**src/rtl/boost_avg_pkg.sv**
```systemverilog
package boost_avg_pkg;
  localparam int SEL_W = 3;

  typedef struct packed {
    logic             take;   // sample accepted this cycle
    logic             start;  // sample is first of a group
    logic             emit;   // sample is last of a group
    logic [SEL_W-1:0] log2n;  // group size exponent in force
  } avgCtrl_t;
endpackage

```
**src/rtl/boost_avg_ctrl.sv**
```systemverilog
module boost_avg_ctrl
  import boost_avg_pkg::*;
#(
  parameter int MAX_LOG = 5
) (
  input  logic             clk,
  input  logic             rstN,
  input  logic             sampleValid,
  input  logic [SEL_W-1:0] ratioSel,
  output avgCtrl_t         ctl
);
  localparam int CNT_W = MAX_LOG;

  logic [SEL_W-1:0] activeLog, reqLog, effLog;
  logic [CNT_W-1:0] cnt, effCnt, lastIdx;
  logic             changed;

  always_comb begin
    reqLog  = (ratioSel > SEL_W'(MAX_LOG)) ? SEL_W'(MAX_LOG) : ratioSel;
    changed = (reqLog != activeLog);
    effLog  = reqLog;
    effCnt  = changed ? '0 : cnt;
    lastIdx = CNT_W'((32'd1 << effLog) - 32'd1);
    ctl.take  = sampleValid;
    ctl.start = sampleValid && (effCnt == '0);
    ctl.emit  = sampleValid && (effCnt == lastIdx);
    ctl.log2n = effLog;
  end

  always_ff @(posedge clk) begin
    if (!rstN) begin
      activeLog <= '0;
      cnt       <= '0;
    end else begin
      activeLog <= reqLog;
      if (sampleValid) cnt <= ctl.emit ? '0 : effCnt + CNT_W'(1);
      else             cnt <= effCnt;
    end
  end
endmodule

```
**src/rtl/boost_avg_datapath.sv**
```systemverilog
module boost_avg_datapath
  import boost_avg_pkg::*;
#(
  parameter int SAMPLE_W   = 16,
  parameter int MAX_LOG    = 5,
  parameter int BOOST_BITS = 2
) (
  input  logic                clk,
  input  logic                rstN,
  input  avgCtrl_t            ctl,
  input  logic [SAMPLE_W-1:0] sampleData,
  output logic [SAMPLE_W+BOOST_BITS-1:0] resultData,
  output logic                resultValid,
  output logic                boostOn
);
  localparam int ACC_W  = SAMPLE_W + MAX_LOG;
  localparam int WIDE_W = ACC_W + BOOST_BITS;
  localparam int OUT_W  = SAMPLE_W + BOOST_BITS;

  logic signed [ACC_W-1:0]  acc, extSample, sum;
  logic signed [WIDE_W-1:0] wideSum;
  logic [OUT_W-1:0]         plainWord, boostedWord;

  always_comb begin
    extSample   = {{(ACC_W-SAMPLE_W){sampleData[SAMPLE_W-1]}}, sampleData};
    sum         = ctl.start ? extSample : acc + extSample;
    wideSum     = {sum, {BOOST_BITS{1'b0}}};
    boostedWord = OUT_W'(wideSum >>> ctl.log2n);
    plainWord   = {{BOOST_BITS{sampleData[SAMPLE_W-1]}}, sampleData};
  end

  always_ff @(posedge clk) begin
    if (!rstN) begin
      acc         <= '0;
      resultData  <= '0;
      resultValid <= 1'b0;
      boostOn     <= 1'b0;
    end else begin
      resultValid <= ctl.emit;
      if (ctl.take) acc <= sum;
      if (ctl.emit) begin
        resultData <= (ctl.log2n == '0) ? plainWord : boostedWord;
        boostOn    <= (ctl.log2n != '0);
      end
    end
  end
endmodule

```
**src/rtl/boost_averager.sv**
```systemverilog
module boost_averager
  import boost_avg_pkg::*;
#(
  parameter int SAMPLE_W   = 16,
  parameter int MAX_LOG    = 5,
  parameter int BOOST_BITS = 2
) (
  input  logic                           clk,
  input  logic                           rstN,
  input  logic                           sampleValid,
  input  logic [SAMPLE_W-1:0]            sampleData,
  input  logic [SEL_W-1:0]               ratioSel,
  output logic [SAMPLE_W+BOOST_BITS-1:0] resultData,
  output logic                           resultValid,
  output logic                           boostOn
);
  avgCtrl_t ctl;

  boost_avg_ctrl #(.MAX_LOG(MAX_LOG)) u_ctrl (
    .clk(clk), .rstN(rstN), .sampleValid(sampleValid),
    .ratioSel(ratioSel), .ctl(ctl)
  );

  boost_avg_datapath #(
    .SAMPLE_W(SAMPLE_W), .MAX_LOG(MAX_LOG), .BOOST_BITS(BOOST_BITS)
  ) u_dp (
    .clk(clk), .rstN(rstN), .ctl(ctl), .sampleData(sampleData),
    .resultData(resultData), .resultValid(resultValid), .boostOn(boostOn)
  );
endmodule

```
**config.mk**
```make
export PLATFORM = sky130hd
export DESIGN_NAME = boost_averager
export DESIGN_NICKNAME = d
export VERILOG_FILES = /design/src/rtl/boost_avg_pkg.sv /design/src/rtl/boost_avg_ctrl.sv /design/src/rtl/boost_avg_datapath.sv /design/src/rtl/boost_averager.sv
export SDC_FILE = /design/constraint.sdc
export NUM_CORES = 1
export LEC_CHECK = 0
export BUFFER_PORTS_ARGS = -buffer_cell sky130_fd_sc_hd__buf_2
export CAP_MARGIN = 0
export CORE_UTILIZATION = 55
export CTS_BUF_LIST = sky130_fd_sc_hd__clkbuf_8
export CTS_CLUSTER_SIZE = 20
export DETAILED_ROUTE_END_ITERATION = 6
export PLACE_DENSITY = 0.81
export REMOVE_ABC_BUFFERS = 1
export SETUP_SLACK_MARGIN = 0.2
export SLEW_MARGIN = 20
export SYNTH_ARGS = -nofsm -noshare
export SYNTH_HDL_FRONTEND = slang
export SYNTH_SLANG_ARGS = --single-unit
```
**constraint.sdc**
```tcl
create_clock -name clk -period 3.5 [get_ports clk]
set_input_delay 0.35 -clock clk [delete_from_list [all_inputs] [get_ports clk]]
set_output_delay 0.35 -clock clk [all_outputs]
set_load 0.05 [all_outputs]
```
**Yosys cells after proc, flatten, opt, wreduce, memory -nomap -nowiden**

Index checks and enable logic that the tools add are counted.

- Add/sub/neg operators: 3
- Magnitude comparators: 1
- Eq/ne operators: 2
- Shifts and indexed selects: 2
- Multiplexer cells: 6
- Reductions and logical operators: 5

Operators by type and width:

| operator | count |
|---|---|
| $sshr 23x3->18 | 1 |
| $add 21x16->21 | 1 |
| $mux 21 | 1 |
| $mux 18 | 1 |
| $mux 5 | 3 |
| $add 5x1->5 const B | 1 |
| $eq 5x5->1 | 1 |
| $logic_not 5->1 | 1 |
| $shl 1x3->5 const A | 1 |
| $sub 5x1->5 const B | 1 |
| $gt 3x3->1 const B | 1 |
| $logic_not 3->1 | 1 |
| $mux 3 | 1 |
| $ne 3x3->1 | 1 |
| $reduce_bool 3->1 | 1 |
| $logic_and 1x1->1 | 2 |

- Register bits after elaboration: 49
- Output and inout bits: 20
- Word-level logic and storage cells: 25

**Longest topological paths before layout**

Gate-level depths: netlist of the first run.

- Depth in word-level cells: 9
- Depth in mapped cells: 17
- Gate-level depth less buffers: 13

**Modules after synthesis**

From an unflattened synthesis of the first run, not the netlist that was laid out.

- Cell total of the unflattened synthesis: 615
- Area total of the unflattened synthesis: 4653.2 µm²

Modules (own cells, without submodules):

| module | instances | cells an instance | area an instance (µm²) |
|---|---|---|---|
| boost_avg_datapath | 1 | 531 | 3903.7 |
| boost_avg_ctrl | 1 | 84 | 749.5 |

**Worst setup path before layout of the first run**

Ideal clock, no wire load.

- Path type: input -> register
- From: input port ratioSel[2]
- To: register u_dp.resultData[12]
- Arrival: 2.882 ns
- Path slack: 0.496 ns
- Stages on the path: 13
- Buffers on the path: 3
- Cell sequence: clkbuf_1 clkbuf_1 nor3_1 inv_1 ha_1 xnor2_1 nand3_1 a21oi_1 o221ai_4 nor2_4 buf_2 a21oi_1 a311o_1

- Word-level cells in the longest chain between the ends: 9
- Elaborated cells between the ends (all ways): 14
- Those cells by class: add/sub: 1; order compare: 1; eq/ne: 2; shift: 2; mux: 4; reduce/logical: 4

Ends and longest elaborated chain:

| item | line | text |
|---|---|---|
| from (decl) | boost_averager.sv:12 | `input logic [SEL_W-1:0] ratioSel,` |
| $gt 3x3->1 | boost_avg_ctrl.sv:19 | `reqLog = (ratioSel > SEL_W'(MAX_LOG)) ? SEL_W'(MAX_LOG) : ratioSel;` |
| $mux 3 * | boost_avg_ctrl.sv:19 |  |
| $ne 3x3->1 | boost_avg_ctrl.sv:20 | `changed = (reqLog != activeLog);` |
| $mux 5 | boost_avg_ctrl.sv:22 | `effCnt = changed ? '0 : cnt;` |
| $logic_not 5->1 | boost_avg_ctrl.sv:25 | `ctl.start = sampleValid && (effCnt == '0);` |
| $logic_and 1x1->1 | boost_avg_ctrl.sv:25 |  |
| $mux 21 | boost_avg_datapath.sv:26 | `sum = ctl.start ? extSample : acc + extSample;` |
| $sshr 23x3->18 | boost_avg_datapath.sv:28 | `boostedWord = OUT_W'(wideSum >>> ctl.log2n);` |
| $mux 18 | boost_avg_datapath.sv:42 | `resultData <= (ctl.log2n == '0) ? plainWord : boostedWord;` |
| to (signal assigned) | boost_avg_datapath.sv:42 |  |
| to (decl) | boost_avg_datapath.sv:12 | `output logic [SAMPLE_W+BOOST_BITS-1:0] resultData,` |

Every way passes the cells marked *; elsewhere a longest branch is shown, timed or not.
A chain may end at the register's enable or synchronous reset.

**Final worst setup path of the first run**

- From: register u_dp.acc[1]
- To: register u_dp.resultData[8]

- Word-level cells in the longest chain between the ends: 4

Ends and longest elaborated chain:

| item | line | text |
|---|---|---|
| from (decl) | boost_avg_datapath.sv:20 | `logic signed [ACC_W-1:0] acc, extSample, sum;` |
| from (signal assigned) | boost_avg_datapath.sv:40 | `if (ctl.take) acc <= sum;` |
| $add 21x16->21 | boost_avg_datapath.sv:26 |  |
| $mux 21 | boost_avg_datapath.sv:26 |  |
| $sshr 23x3->18 | boost_avg_datapath.sv:28 |  |
| $mux 18 | boost_avg_datapath.sv:42 |  |

Every way passes these cells.

==> flow_summary.ini, run 1 <==
[status]
status = finished, final reports clean

[job]
max-cap-violations = 0

[power_and_ir_drop]
p_clk_frac = 0.217
swShare = 0.397
p_int_mw = 0.981
powerDensity_mw_per_mm2 = 342
p_leak_nw = 1.98
p_seq_frac = 0.370
p_sw_mw = 0.646
vdd_drop_max_mv = 0.228
combPwrFrac = 0.413

[hold_path]
hold_depth = 3
min_path_type = input port to flop
hold_start = sampleData[0]

[worst_setup_path]
crit_start = u_dp.acc[1]
crit_path_cell_trace = ha_1, a211oi_1, o211ai_1, a41oi_2, o21ai_0, xnor2_1, o21ai_0, mux2_2, nand2_1, a41oi_1
cp_top_family = compound AO/OA/AOI/OAI gates
critPathMaxFanout = 5
worstPathArrival_ps = 3460
critPathMaxStageDelay_ps = 560
cp-end-kind = flop
r2r_cells = 10
crit_buf_inv = 0
crit_top_cell = o21ai_0
required_ps = 3730
crit-reg2reg-launch = u_dp.acc[1]
start_kind = flop
cpMaxStageDelayCell = o21ai_0
critPathKind = flop to flop
cp_num_cells = 10

[detailed_routing]
viasPerCell = 6.52
drt_iter0_markers = 513
wirelength_mm = 12.8
drt_first_pass_iters = 6
ant_nets = 0
wl_met1_mm = 5.54
drc = 0
wl_met2_mm = 5.88
routed.top_layer = met4
wl_per_cell_um = 18.6
dr_wl_met3_mm = 1.16
vias = 4499

[yosys]
syn-mean-instance-area_um2 = 7.71
synthXorXnorAreaFrac = 0.0527
synth_flop_cell = dfxtp_1
ys_async_sr_fraction = 0
yosys_warnings = 0
yosysSeqAreaShare = 0.228
synth_compound_area_frac = 0.325
synthMuxAreaShare = 0.0716
yosys.area_share.adder = 0.0716
syn_inst = 557
synth_area_mm2 = 0.00430
ys_types = 82
synth-seq-cells = 49
synth_edf_count = 0
synth-simple-area-share = 0.194
synth_top_family_by_area = compound AO/OA/AOI/OAI gates

[global_route]
overflow = 0
grt_usage = 0.313
grt_pass1_vias = 4170
antenna_found_initial = 0
grt_pass1_wl_mm = 20.9
grt_start_max_net_pins = 43

[floorplan]
die-area_mm2 = 0.00817
core_area_mm2 = 0.00741
start_util = 0.580
die_w_um = 90.4
die_h_um = 90.4
io_pins = 42
fp-row-count = 31

[timing]
rsz0062_at_grt = false
fin_skew_ps = 9.46
hold_viol_final = 0
worst_pin_slew_ps = 723
timing.final.crit_share = 0.921
finalCriticalPeriod_ps = 3220
setup_viol = 0
fin_setup_tns_ps = 0
layout_setup_ws_ps = 275
slew_headroom = 0.518
max_freq_mhz = 310
finalMaxSlewViolations = 0

[placement]
hpwl_mm = 9.53
dp_worst_setup_slack_ps = 77.7
port_buffers = 41
place_inst = 682
place_area_mm2 = 0.00461
gp_congestion = 0.937

[final_layout]
antenna_cells = 0
fillers = 662
stdcell_area_mm2 = 0.00475
utilization = 0.642
fin_nets = 636
drive_gt1_frac = 0.186
fin_cells = 690
synthToLayoutAreaGrowth_pct = 10.6

[clocking]
clock_latency_ps = 310
cts_tree = done
cts_max_path_buffers = 2
htreeDepth = 2
cts_setup_buffers = 0
cts_sinks = 49
cts-hold-fix-buffers = 0
cts_resized = 1
clkTransAtPathRegs_ps = 100
numCtsBuffers = 5
clock-root-buffer = clkbuf_8
[flip-flops by register name (all words and copies together) (netlist names)]
name and cells:
u_dp.acc 21, u_ctrl.activeLog 3, u_dp.resultData 18, u_dp.resultValid 1
u_ctrl.cnt 5, u_dp.boostOn 1
[synth_stat cells, types with 5 or more instances]
cell type,n,area share
clkbuf_1,22,0.019
o21a_1,8,0.014
o211ai_1,16,0.028
nand4_1,6,0.0087
nor3_1,7,0.0082
mux2i_1,21,0.049
a21oi_1,41,0.048
xnor2_1,12,0.024
nand2b_1,8,0.012
ha_1,23,0.067
o21ai_1,5,0.0058
nor2_1,67,0.059
inv_1,15,0.013
xor2_1,12,0.024
dfxtp_1,49,0.23
o21ai_0,35,0.041
a31oi_1,9,0.013
buf_2,7,0.0082
a211oi_1,14,0.024
nand3_1,6,0.0070
a21o_1,8,0.014
nand2_1,62,0.054
[power by group through the flow]
stage          registers [mW]  logic [mW]  clock network, mW
6_report                0.602       0.673              0.353
5_1_grt                 0.604       0.726              0.383
4_1_cts                 0.601       0.645              0.357
3_5_place_dp            0.614       0.640                  0
3_3_place_gp            0.612       0.624                  0
2_1_floorplan           0.611       0.449                  0
[layout make-up]
class / instances / area, µm² / area share
multi-input cells: 454 / 3120 / 0.657
well taps: 99 / 124 / 0.0261
inverters: 17 / 63.8 / 0.0134
clock inverters: 3 / 21.3 / 0.00447
repair buffers: 63 / 370 / 0.0779
clock buffers: 5 / 68.8 / 0.0145
flip-flops and latches: 49 / 981 / 0.206
[worst reg2reg max path: cells and delay by family, from the launching register on]
family | cells | cell delay [ps]
adders and majority gates | 1 | 290
xor gates and xnor gates | 1 | 170
DFF | 1 | 340
AOI/OAI and AO/OA | 6 | 1980
muxes | 1 | 310
and+or+nand+nor | 1 | 60
[cell usage in the layout (no fill, tap or decap), types with 7 or more instances in the layout]
master    instances
a211oi_1         14
a21o_1            8
a21oi_1          38
a31oi_1           9
buf_2            41
buf_4            22
dfxtp_1          49
ha_1             23
inv_1            15
mux2i_1          20
nand2_1          62
nand2b_1          8
nor2_1           67
nor3_1            7
o211ai_1         16
o21a_1            8
o21ai_0          35
xnor2_1          12
xor2_1           10
[metal layers]
layer  global-route usage  vias to the layer above
met5                    0                        -
met4               0.0914                        0
met3               0.0480                       34
met2                0.504                      266
met1                0.430                     2089
li1                     -                     2110
[path summary, 6_finish.rpt]
path | endpoint | slack, ps
hold / removal | u_dp.resultData[0] | 320
setup / recovery | u_dp.resultData[8] | 280
hold reg to reg | u_dp.acc[17] | 490
setup reg to reg | u_dp.resultData[8] | 280
[logic make-up (layout without fill, tap and decap cells)]
| logic type | count (synthesis) | in the layout |
|---|---|---|
| adders and majority gates | 24 | 24 |
| buffers and inverters | 54 | 88 |
| and+or+nand+nor | 180 | 180 |
| xor gates and xnor gates | 25 | 25 |
| DFF | 49 | 49 |
| muxes | 29 | 29 |
| AOI/OAI and AO/OA | 196 | 196 |
[stage by stage]
stage	hold slack [ps]	power [mW]
after floorplan	439	1.06
after global placement	457	1.24
after detailed placement	473	1.25
after CTS	321	1.60
after global routing	332	1.71
final	321	1.63
Power figures use the tool's default switching activity.
==> inputs of run 2 (changes only) <==
--- a/config.mk
+++ b/config.mk
@@ -9,3 +9,3 @@
 export CAP_MARGIN = 0
-export CORE_UTILIZATION = 55
+export CORE_UTILIZATION = 60
 export CTS_BUF_LIST = sky130_fd_sc_hd__clkbuf_8
@@ -13,3 +13,3 @@
 export DETAILED_ROUTE_END_ITERATION = 6
-export PLACE_DENSITY = 0.81
+export PLACE_DENSITY = 0.87
 export REMOVE_ABC_BUFFERS = 1
--- a/constraint.sdc
+++ b/constraint.sdc
@@ -3,2 +3,2 @@
 set_output_delay 0.35 -clock clk [all_outputs]
-set_load 0.05 [all_outputs]
+set_load 0.005 [all_outputs]
==> flow_summary.ini, run 2 (synthesis results as in run 1) <==
[status]
status = finished, final reports clean

[global_route]
grt_pass1_vias = 4178
antenna_found_initial = 0
grt_usage = 0.345
grt_pass1_wl_mm = 20.4
grt_start_max_net_pins = 43
overflow = 0

[worst_setup_path]
start_kind = flop
critPathMaxFanout = 5
critPathMaxStageDelay_ps = 410
required_ps = 3750
r2r_slack_ps = 340
critPathKind = flop to flop
cp-end-kind = flop
cp_top_family = compound AO/OA/AOI/OAI gates
worstPathArrival_ps = 3410
crit_buf_inv = 1
cpMaxStageDelayCell = fa_1
crit_path_cell_trace = ha_1, inv_1, fa_1, nand2b_1, a21oi_4, o211ai_1, a311oi_2, nor2_1, mux2i_1, a311oi_2, a22oi_1, a21oi_1
crit_top_cell = a311oi_2

[timing]
fin_skew_ps = 11.8
slew_headroom = 0.418
timing.final.crit_share = 0.902
hold_viol_final = 0
max_freq_mhz = 317
finalMaxSlewViolations = 0
hold_ws_ps = 310
layout_setup_ws_ps = 342
fin_setup_tns_ps = 0
rsz0062_at_grt = true
worst_pin_slew_ps = 872
finalCriticalPeriod_ps = 3160
setup_viol = 0

[floorplan]
die_h_um = 86.6
io_pins = 42
start_util = 0.626
die-area_mm2 = 0.00750
fp-row-count = 30
die_w_um = 86.6
core_area_mm2 = 0.00687

[final_layout]
antenna_cells = 0
final_cell_mix = nor2_1, nand2_1, dfxtp_1
top_register = u_dp.acc
fin_nets = 637
reg_top3 = u_dp.acc (21), u_dp.resultData (18), u_ctrl.cnt (5)
largest_reg_flops = 21
drive_gt1_frac = 0.182
fin_cells = 688
final_common_cell = nor2_1
synthToLayoutAreaGrowth_pct = 10.5
fillers = 580

[clocking]
cts_max_path_buffers = 2
cts_tree = done
clock_latency_ps = 310
numCtsBuffers = 5
clkTransAtPathRegs_ps = 100
cts-hold-fix-buffers = 0
cts_sinks = 49
clock-root-buffer = clkbuf_8
htreeDepth = 2

[power_and_ir_drop]
powerDensity_mw_per_mm2 = 342
p_leak_nw = 1.99
vdd_drop_max_mv = 0.195

[detailed_routing]
drc = 0
wl_per_cell_um = 18.5
drt_first_pass_iters = 5
vias = 4595
wirelength_mm = 12.7
drt_iter0_markers = 497
viasPerCell = 6.68
ant_nets = 0

[placement]
gp_congestion = 0.965
dp_worst_setup_slack_ps = -49.7
port_buffers = 41
place_inst = 678
hpwl_mm = 9.20

[job]
max-cap-violations = 0

[hold_path]
min_path_type = input port to flop
-- run 2: worst paths after layout --
check	endpoint	cells after the start	startpoint
max	u_dp.resultData[14]	12	u_dp.acc[0]
min	u_dp.resultData[0]	3	sampleData[0]
min reg2reg	u_dp.resultData[7]	2	u_dp.resultData[7]
max reg2reg	u_dp.resultData[14]	12	u_dp.acc[0]
-- run 2: power breakdown --
part | switching (mW) | internal (mW)
registers | 0.0173 | 0.584
clock network | 0.213 | 0.142
logic | 0.412 | 0.254
-- run 2: area by class of cell --
| type | count | area, µm² | share of cell area |
|---|---|---|---|
| Timing Repair Buffer | 64 | 390 | 0.0823 |
| Tap cell | 96 | 120 | 0.0253 |
| Inverter | 17 | 63.8 | 0.0134 |
| Clock inverter | 3 | 22.5 | 0.00475 |
| Multi-Input combinational cell | 454 | 3100 | 0.653 |
| Clock buffer | 5 | 68.8 | 0.0145 |
| Sequential cell | 49 | 981 | 0.207 |
-- run 2: tightest hold or removal path, cell delays in order --
cell	delay (ps)
buf_2	110
nand2_1	50
a31oi_1	70
-- run 2: timing repair --
action / in CTS / in global routing
pin swaps: 0 / 3
setup buffers: 0 / 2
gates resized for setup: 2 / 3
setup endpoints to repair: 5 / 5
-- run 2: through the flow --
stage | cell area [µm²] | power [mW] | utilization
5_1_grt | 4750 | 1.70 | 0.691
4_1_cts | 4720 | 1.60 | 0.687
2_1_floorplan | 4120 | 1.06 | -
3_5_place_dp | 4610 | 1.25 | 0.672
6_report | 4750 | 1.62 | 0.691
3_3_place_gp | 4610 | 1.23 | 0.672
-- run 2: routing by layer --
| layer | global-route usage | up-vias | routed length (µm) |
|---|---|---|---|
| li1 | - | 2115 | - |
| met1 | 0.468 | 2100 | 5150 |
| met2 | 0.560 | 317 | 5860 |
| met3 | 0.0410 | 63 | 1280 |
| met4 | 0.139 | 0 | 455 |
| met5 | 0 | - | 0 |
